$ cat src/rtl/lsusb_pkg.sv
package lsusb_pkg;
  typedef enum logic [1:0] {
    ST_IDLE = 2'd0,
    ST_XMIT = 2'd1,
    ST_SE0  = 2'd2,
    ST_EOPJ = 2'd3
  } tx_st_t;

  localparam logic [7:0] SYNC_BYTE = 8'h80;
endpackage

$ cat src/rtl/lsusb_tick.sv
module lsusb_tick #(
  parameter int DIV = 10,
  localparam int CW = (DIV > 1) ? $clog2(DIV) : 1
) (
  input  logic clk,
  input  logic rst_n,
  input  logic run,
  output logic tick
);
  logic [CW-1:0] cnt_q, cnt_d;

  assign tick = run && (cnt_q == CW'(DIV - 1));

  always_comb begin
    if (!run)      cnt_d = '0;
    else if (tick) cnt_d = '0;
    else           cnt_d = cnt_q + CW'(1);
  end

  always_ff @(posedge clk or negedge rst_n) begin
    if (!rst_n) cnt_q <= '0;
    else        cnt_q <= cnt_d;
  end
endmodule

$ cat src/rtl/lsusb_stuff.sv
module lsusb_stuff #(
  parameter int RUN = 6,
  localparam int OW = $clog2(RUN + 1)
) (
  input  logic clk,
  input  logic rst_n,
  input  logic clr,
  input  logic adv,
  input  logic bit_in,
  output logic stuff_due
);
  logic [OW-1:0] ones_q, ones_d;

  assign stuff_due = (ones_q == OW'(RUN));

  always_comb begin
    ones_d = ones_q;
    if (clr) begin
      ones_d = '0;
    end else if (adv) begin
      if (stuff_due)   ones_d = '0;
      else if (bit_in) ones_d = ones_q + OW'(1);
      else             ones_d = '0;
    end
  end

  always_ff @(posedge clk or negedge rst_n) begin
    if (!rst_n) ones_q <= '0;
    else        ones_q <= ones_d;
  end
endmodule

$ cat src/rtl/lsusb_line.sv
module lsusb_line (
  input  logic clk,
  input  logic rst_n,
  input  logic set_j,
  input  logic toggle,
  output logic line_k
);
  logic k_q, k_d;

  assign line_k = k_q;

  always_comb begin
    if (set_j)       k_d = 1'b0;
    else if (toggle) k_d = ~k_q;
    else             k_d = k_q;
  end

  always_ff @(posedge clk or negedge rst_n) begin
    if (!rst_n) k_q <= 1'b0;
    else        k_q <= k_d;
  end
endmodule

$ cat src/rtl/lsusb_tx.sv
module lsusb_tx
  import lsusb_pkg::*;
#(
  parameter int CLKS_PER_BIT = 10,
  parameter int MAX_BYTES    = 12,
  parameter int ADDR_W       = 7,
  parameter int STUFF_RUN    = 6,
  parameter int SE0_BITS     = 2,
  localparam int CNT_W       = $clog2(MAX_BYTES + 1)
) (
  input  logic              clk,
  input  logic              rst_n,
  input  logic              start_i,
  input  logic [CNT_W-1:0]  nbytes_i,
  output logic              byte_req_o,
  input  logic [7:0]        byte_i,
  input  logic [ADDR_W-1:0] addr_new_i,
  output logic [ADDR_W-1:0] dev_addr_o,
  output logic              dp_o,
  output logic              dm_o,
  output logic              oe_o,
  output logic              busy_o
);
  localparam int EW = (SE0_BITS > 1) ? $clog2(SE0_BITS) : 1;

  tx_st_t            st_q, st_d;
  logic [7:0]        shr_q, shr_d;
  logic [3:0]        bidx_q, bidx_d;
  logic [CNT_W-1:0]  left_q, left_d;
  logic              req_q, req_d;
  logic              load_q, load_d;
  logic              data_q, data_d;
  logic [EW-1:0]     eop_q, eop_d;
  logic [ADDR_W-1:0] addr_q, addr_d;

  logic tick, stuff_due, line_k;
  logic launch, stuff_slot, set_j, clr_run;

  lsusb_tick #(.DIV(CLKS_PER_BIT)) u_tick (
    .clk(clk), .rst_n(rst_n), .run(st_q != ST_IDLE), .tick(tick)
  );

  lsusb_stuff #(.RUN(STUFF_RUN)) u_stuff (
    .clk(clk), .rst_n(rst_n), .clr(clr_run),
    .adv(launch | stuff_slot), .bit_in(shr_q[0]), .stuff_due(stuff_due)
  );

  lsusb_line u_line (
    .clk(clk), .rst_n(rst_n), .set_j(set_j),
    .toggle(stuff_slot | (launch & ~shr_q[0])), .line_k(line_k)
  );

  always_comb begin
    st_d       = st_q;
    shr_d      = shr_q;
    bidx_d     = bidx_q;
    left_d     = left_q;
    req_d      = 1'b0;
    load_d     = req_q;
    data_d     = data_q;
    eop_d      = eop_q;
    addr_d     = addr_q;
    launch     = 1'b0;
    stuff_slot = 1'b0;
    set_j      = 1'b0;
    clr_run    = 1'b0;
    unique case (st_q)
      ST_IDLE: begin
        if (start_i) begin
          st_d    = ST_XMIT;
          shr_d   = SYNC_BYTE;
          bidx_d  = '0;
          left_d  = nbytes_i - CNT_W'(1);
          data_d  = (nbytes_i > CNT_W'(2));
          set_j   = 1'b1;
          clr_run = 1'b1;
        end
      end
      ST_XMIT: begin
        if (load_q) begin
          shr_d  = byte_i;
          bidx_d = '0;
          left_d = left_q - CNT_W'(1);
        end
        if (tick) begin
          if (stuff_due) begin
            stuff_slot = 1'b1;
          end else if (!bidx_q[3]) begin
            launch = 1'b1;
            shr_d  = {1'b0, shr_q[7:1]};
            bidx_d = bidx_q + 4'd1;
            req_d  = (bidx_q == 4'd7) && (left_q != '0);
          end else if (left_q == '0) begin
            st_d  = ST_SE0;
            eop_d = '0;
          end
        end
      end
      ST_SE0: begin
        if (tick) begin
          if (eop_q == EW'(SE0_BITS - 1)) begin
            st_d  = ST_EOPJ;
            set_j = 1'b1;
            if (data_q) addr_d = addr_new_i;
          end else begin
            eop_d = eop_q + EW'(1);
          end
        end
      end
      ST_EOPJ: begin
        if (tick) st_d = ST_IDLE;
      end
      default: st_d = ST_IDLE;
    endcase
  end

  always_ff @(posedge clk or negedge rst_n) begin
    if (!rst_n) begin
      st_q   <= ST_IDLE;
      shr_q  <= '0;
      bidx_q <= '0;
      left_q <= '0;
      req_q  <= 1'b0;
      load_q <= 1'b0;
      data_q <= 1'b0;
      eop_q  <= '0;
      addr_q <= '0;
    end else begin
      st_q   <= st_d;
      shr_q  <= shr_d;
      bidx_q <= bidx_d;
      left_q <= left_d;
      req_q  <= req_d;
      load_q <= load_d;
      data_q <= data_d;
      eop_q  <= eop_d;
      addr_q <= addr_d;
    end
  end

  logic drive_lvl;
  assign drive_lvl  = (st_q == ST_XMIT || st_q == ST_EOPJ) && line_k;
  assign dp_o       = drive_lvl;
  assign dm_o       = (st_q != ST_SE0) && !drive_lvl;
  assign oe_o       = (st_q != ST_IDLE);
  assign busy_o     = (st_q != ST_IDLE);
  assign byte_req_o = req_q;
  assign dev_addr_o = addr_q;
endmodule

$ cat config.mk
export PLATFORM = sky130hd
export DESIGN_NAME = lsusb_tx
export DESIGN_NICKNAME = d
export VERILOG_FILES = /design/src/rtl/lsusb_pkg.sv /design/src/rtl/lsusb_tick.sv /design/src/rtl/lsusb_stuff.sv /design/src/rtl/lsusb_line.sv /design/src/rtl/lsusb_tx.sv
export SDC_FILE = /design/constraint.sdc
export NUM_CORES = 1
export LEC_CHECK = 0
export ABC_AREA = 1
export CORE_MARGIN = 3
export CORE_UTILIZATION = 60
export CTS_CLUSTER_SIZE = 25
export DETAILED_ROUTE_END_ITERATION = 10
export DONT_BUFFER_PORTS = 1
export GPL_ROUTABILITY_DRIVEN = 0
export PLACE_DENSITY = 0.77
export SYNTH_ARGS = -nofsm -noshare
export SYNTH_HDL_FRONTEND = slang
export SYNTH_SLANG_ARGS = --single-unit
$ cat constraint.sdc
create_clock -name clk -period 2.1 [get_ports clk]
set_input_delay 0.21 -clock clk [delete_from_list [all_inputs] [get_ports clk]]
set_output_delay 0.21 -clock clk [all_outputs]
set_load 0.02 [all_outputs]
# After elaboration in Yosys (flattened, before gate mapping)
# Cells that the tools add are included.
# classes
n_bitwise	5
addsub	6
muxes	55
reduce_logical	20
eq_ne	16
magnitude_cmp	1
# ops
operator	n
8-bit two-way mux	5
4-bit two-way mux	9
1-bit two-way mux	23
2-bit != test, second input constant	10
2-bit two-way mux	8
4-bit one-hot mux with 2 select lines	2
8-bit one-hot mux with 2 select lines	1
3-bit two-way mux	4
2-bit nonzero test	5
4-bit by 1-bit adder with 4-bit output, second input constant	2
2-bit one-hot mux with 4 select lines	1
8-bit AND reduction	1
4-bit by 1-bit subtractor with 4-bit output, second input constant	2
6-bit AND reduction	1
2-bit == test, second input constant	2
4-bit by 3-bit == test with 1-bit output, second input constant	1
4-bit == test, second input constant	1
4-bit by 2-bit greater-than comparator with 1-bit output, second input constant	1
1-bit logical AND	4
4-bit zero test	1
1-bit one-hot mux with 2 select lines	2
2-bit AND reduction	2
4-bit AND reduction	1
4-bit nonzero test	1
11 further kinds	13
# word_totals
input_bits	22
out_inout_bits	12
reg_bits	37

# Depth between registers and ports, before layout
# logic_depth
depth_word	8
depth_mapped	10
mapped_depth_nobuf	10

# Modules after synthesis
# From an unflattened synthesis, not the netlist that was laid out.
# hier_totals
hier_cells	292
area_unflattened_um2	2147.1
# modules_own_cells
module	instances	seq_area_each_um2	area_per_inst_um2	cells_per_inst
lsusb_tx	1	725.7	1712.9	239
lsusb_tick	1	100.1	201.4	22
lsusb_stuff	1	75.1	188.9	25
lsusb_line	1	25.0	43.8	6

# Worst setup path before layout
# No wires, ideal clock.
# synth_timing
kind	reg-to-reg
startpoint	reg st_q[0]
endpoint	reg shr_q[4]
slack_ns	0.447
stages_incl_launch_ff	10
arrival_time_ns	1.531
path_cell_list	dfrtp_1 -> inv_1 -> ha_1 -> inv_2 -> nand2_4 -> nor2_8 -> nand2_4 -> buf_8 -> o211ai_2 -> nand2_1
# synth_between
elab_chain_cells	4
# synth_lines
item	line_no	text
start: declaration	lsusb_tx.sv:26	tx_st_t st_q, st_d;
start signal: assignment	lsusb_tx.sv:129	st_q <= st_d;
2-bit nonzero test	-	
net busy_o	lsusb_tx.sv:22	output logic busy_o
1-bit logical AND	lsusb_tick.sv:12	assign tick = run && (cnt_q == CW'(DIV - 1));
8-bit two-way mux	lsusb_tx.sv:85	if (tick) begin
8-bit one-hot mux with 2 select lines	lsusb_tx.sv:67	unique case (st_q)
end signal: assignment	lsusb_tx.sv:130	shr_q <= shr_d;
end: declaration	lsusb_tx.sv:27	logic [7:0] shr_q, shr_d;
# The timed path passes the listed nets, and every way through them passes these cells.
# A chain may end at the register's enable or synchronous reset.

# Final worst setup path
# layout_timing
startpoint	reg st_q[0]
endpoint	reg bidx_q[0]
# layout_between
elab_chain_cells	4
# layout_lines
item	line_no	text
2-bit nonzero test	lsusb_tx.sv:40	.clk(clk), .rst_n(rst_n), .run(st_q != ST_IDLE), .tick(tick)
1-bit logical AND	lsusb_tick.sv:12	
4-bit two-way mux	lsusb_tx.sv:85	
4-bit one-hot mux with 2 select lines	lsusb_tx.sv:67	
end signal: assignment	lsusb_tx.sv:131	bidx_q <= bidx_d;
end: declaration	lsusb_tx.sv:28	logic [3:0] bidx_q, bidx_d;
# Several ways; a longest one is shown, not always the timed one.

==> impl_metrics.sql <==
INSERT INTO impl_metrics (metric_group, metric, value, unit) VALUES
('status', 'run_status', 'finished clean', ''),
('die', 'floorplan.die_area', '4406', 'um2'),
('synthesis', 'synth_top_family_by_area', 'simple AND/OR/NAND/NOR gates', ''),
('global_route', 'maximum_number_of_pins_on_one_net_before_global_route_repair', '38', ''),
('worst_setup_path', 'reg2reg_slack', '200', 'ps'),
('synthesis', 'yosys.area_share.adder', '6.293', '%'),
('worst_hold_path', 'worstHoldPathCells', '2', ''),
('synthesis', 'synth_top_cell_by_area', 'dfrtp_1', ''),
('synthesis', 'syn_nets', '303', ''),
('worst_hold_path', 'whs_endpoint', 'data_q$_DFFE_PN0P_', ''),
('worst_hold_path', 'timing.hold.worst.class', 'input port to register', ''),
('clock_network', 'clkSlewWorstSetupHoldPaths', '120', 'ps'),
('synthesis', 'post_synth.cell_area_avg', '8.100', 'um2'),
('worst_setup_path', 'worst_ep_arrival_time', '2150', 'ps'),
('worst_setup_path', 'slowest_delay', '420', 'ps'),
('global_route', 'grt_antenna_before_repair', '0', ''),
('worst_setup_path', 'timing.critical_path.required', '2350', 'ps'),
('layout', 'area_delta_synth_final', '9.954', '%'),
('global_route', 'grt_pass1_wl', '7610', 'um'),
('synthesis', 'postSynth.asyncResetShare', '100.0', '%'),
('worst_setup_path', 'crit_path_start_kind', 'register', ''),
('power', 'power.share.clock', '16.4', '%'),
('worst_setup_path', 'crit_path_cell_trace', 'inv_1 -> ha_1 -> inv_2 -> nand2_4 -> nor2_8 -> nand2_4 -> nand3_1 -> nand2_1 -> nor2_1 -> nor2_1', ''),
('power', 'p_sw', '0.001084', 'W'),
('sta', 'final.min_clock_period', '1900', 'ps'),
('route', 'drt_pass1_iterations', '4', ''),
('worst_setup_path', 'cp.depth', '10', ''),
('clock_network', 'clock-root-buffer', 'clkbuf_4', ''),
('synthesis', 'synth.top_cell.area_share', '42.33', '%'),
('clock_network', 'cts.repair_timing.setup_buffer_count', '0', ''),
('route', 'dr.first_iter.drc_count', '162', ''),
('sta', 'achievable-frequency', '526.2', 'MHz'),
('clock_network', 'clock-sinks', '37', ''),
('route', 'routed_wl', '4354', 'um'),
('place', 'port_buffers', '0', ''),
('route', 'wire_per_inst', '13.11', 'um'),
('synthesis', 'share_of_the_synthesized_area_in_compound_gates_ao_oa_aoi_oai', '11.38', '%'),
('power', 'power.leakage', '1.269', 'nW'),
('synthesis', 'post_synth_xor_area_fraction', '0.8009', '%'),
('sta', 'share_of_the_clock_period_used_by_the_worst_path_after_layout', '90.50', '%'),
('power', 'irDropWorstVdd', '0.6747', 'mV'),
('run', 'cap_viol_max_count', '0', ''),
('worst_setup_path', 'timing.critical_path.max_delay_family', 'simple AND/OR/NAND/NOR gates', ''),
('power', 'power.share.switching', '44.49', '%'),
('global_route', 'grt_pass1_vias', '1730', ''),
('worst_setup_path', 'path_class', 'register to register', ''),
('worst_setup_path', 'worstReg2RegStart', 'st_q[0]$_DFFE_PN0P_', ''),
('sta', 'finalMaxSlewViolations', '0', ''),
('layout', 'mostFrequentLayoutCells', 'nand2_1 (79), dfrtp_1 (37), inv_1 (36), nand3_1 (18), nor2_1 (17)', ''),
('die', 'die-height', '66.38', 'um'),
('sta', 'setup_viol', '0', ''),
('worst_setup_path', 'cp_num_buf_inv', '2', ''),
('clock_network', 'tritoncts', 'done', ''),
('synthesis', 'muxShareOfSynthArea', '0', '%'),
('die', 'die-width', '66.38', 'um'),
('layout', 'final-instance-count-excl-fill', '332', ''),
('die', 'placement_rows', '21', ''),
('route', 'via_per_inst', '5.217', ''),
('worst_setup_path', 'timing.critical_path.from', 'st_q[0]$_DFFE_PN0P_', ''),
('route', 'postRouteAntennaNets', '0', ''),
('clock_network', 'clk_latency', '350', 'ps'),
('synthesis', 'synth-edff-count', '0', ''),
('synthesis', 'most_frequently_used_flop_master_after_synthesis', 'dfrtp_1', ''),
('clock_network', 'cts_buffer_depth', '2', ''),
('clock_network', 'numCtsBuffers', '5', ''),
('worst_setup_path', 'r2r_end', 'bidx_q[0]$_DFFE_PN0P_', ''),
('place', 'place_inst', '314', ''),
('synthesis', 'postSynthRegisterBits', '37', ''),
('global_route', 'global_route.usage.total', '22.91', '%'),
('worst_setup_path', 'worstPathMaxFanout', '15', ''),
('layout', 'final_net_count', '319', '');
## per-layer routing
| layer | vias to the layer above | routed length, um | GRT usage (%) |
|---|---|---|---|
| li1 | 895 | - | - |
| met1 | 774 | 1981 | 29.62 |
| met2 | 55 | 2060 | 36.31 |
| met3 | 8 | 252 | 4.932 |
| met4 | 0 | 59 | 10.91 |
| met5 | - | 0 | 0 |
## worst max-delay path by stage
stage	to	slack, ps
CTS	dp_o	110
floorplan	shr_q[4]$_DFFE_PN0P_	450
detailed placement	bidx_q[0]$_DFFE_PN0P_	220
global route	dev_addr_o[1]$_DFFE_PN0P_	30
global placement	bidx_q[0]$_DFFE_PN0P_	280
finish	bidx_q[0]$_DFFE_PN0P_	200
## per-stage QoR
step / setup slack, ps / hold WS [ps] / total power [W] / instance area (um2)
2_1_floorplan: 447.3 / -85.59 / 0.001782 / 2187
5_1_grt: 26.81 / 29.25 / 0.002656 / 2405
3_5_place_dp: 223.8 / -84.59 / 0.001984 / 2223
6_report: 199.5 / 30.56 / 0.002436 / 2405
3_3_place_gp: 281.7 / -84.56 / 0.001972 / 2223
4_1_cts: 115.0 / 0.1938 / 0.002428 / 2392
## power groups by stage
stage,combinational (W),clock [W],sequential (W)
final,0.00109,0.000399,0.000946
after global routing,0.00125,0.000442,0.000968
after CTS,0.00108,0.000406,0.000946
after detailed placement,0.00102,0,0.000960
after global placement,0.00101,0,0.000959
after floorplan,0.000851,0,0.000931
## state kept, by name (all words and copies together) (netlist names)
| signal | cells |
|---|---|
| st_q | 2 |
| load_q | 1 |
| u_tick.cnt_q | 4 |
| shr_q | 8 |
| data_q | 1 |
| left_q | 4 |
| u_line.line_k | 1 |
| eop_q | 1 |
| dev_addr_o | 7 |
| u_stuff.ones_q | 3 |
| byte_req_o | 1 |
| bidx_q | 4 |
## area by class of cell
type | count | area, um2
inverter | 39 | 146.4
tap | 46 | 57.56
sequential | 37 | 925.9
fill | 265 | 1011
multi-input combinational | 189 | 1074
timing repair buffer | 14 | 142.6
clock inverter | 1 | 7.507
clock buffer | 6 | 51.30
## Yosys cell counts, types with 2 or more instances
cell type	number
ha_1	11
nand2_4	2
o21ai_2	10
dfrtp_1	37
or2_2	2
nor2_1	17
o21ai_0	8
inv_1	36
inv_2	2
nand3_2	6
o21ai_1	4
nand4_1	10
nor3_1	4
a21oi_1	6
buf_2	2
nand2_1	79
nand3_1	18
o211ai_2	5
nand2_2	2
## cells by family (layout without fill, tap and decap cells)
kind of cell / count (synthesis) / count (layout)
buf+inv: 44 / 60
fa+ha+maj: 11 / 11
compound gates: 34 / 34
simple gates: 142 / 142
xor+xnor: 2 / 2
flops: 37 / 37
## what timing repair did
item	CTS	global route
resized for setup	0	1
hold buffers	10	1
setup endpoints to repair	0	2
endpoints found under the hold margin	44	1
Note: power is estimated with default switching activity, not from simulation.
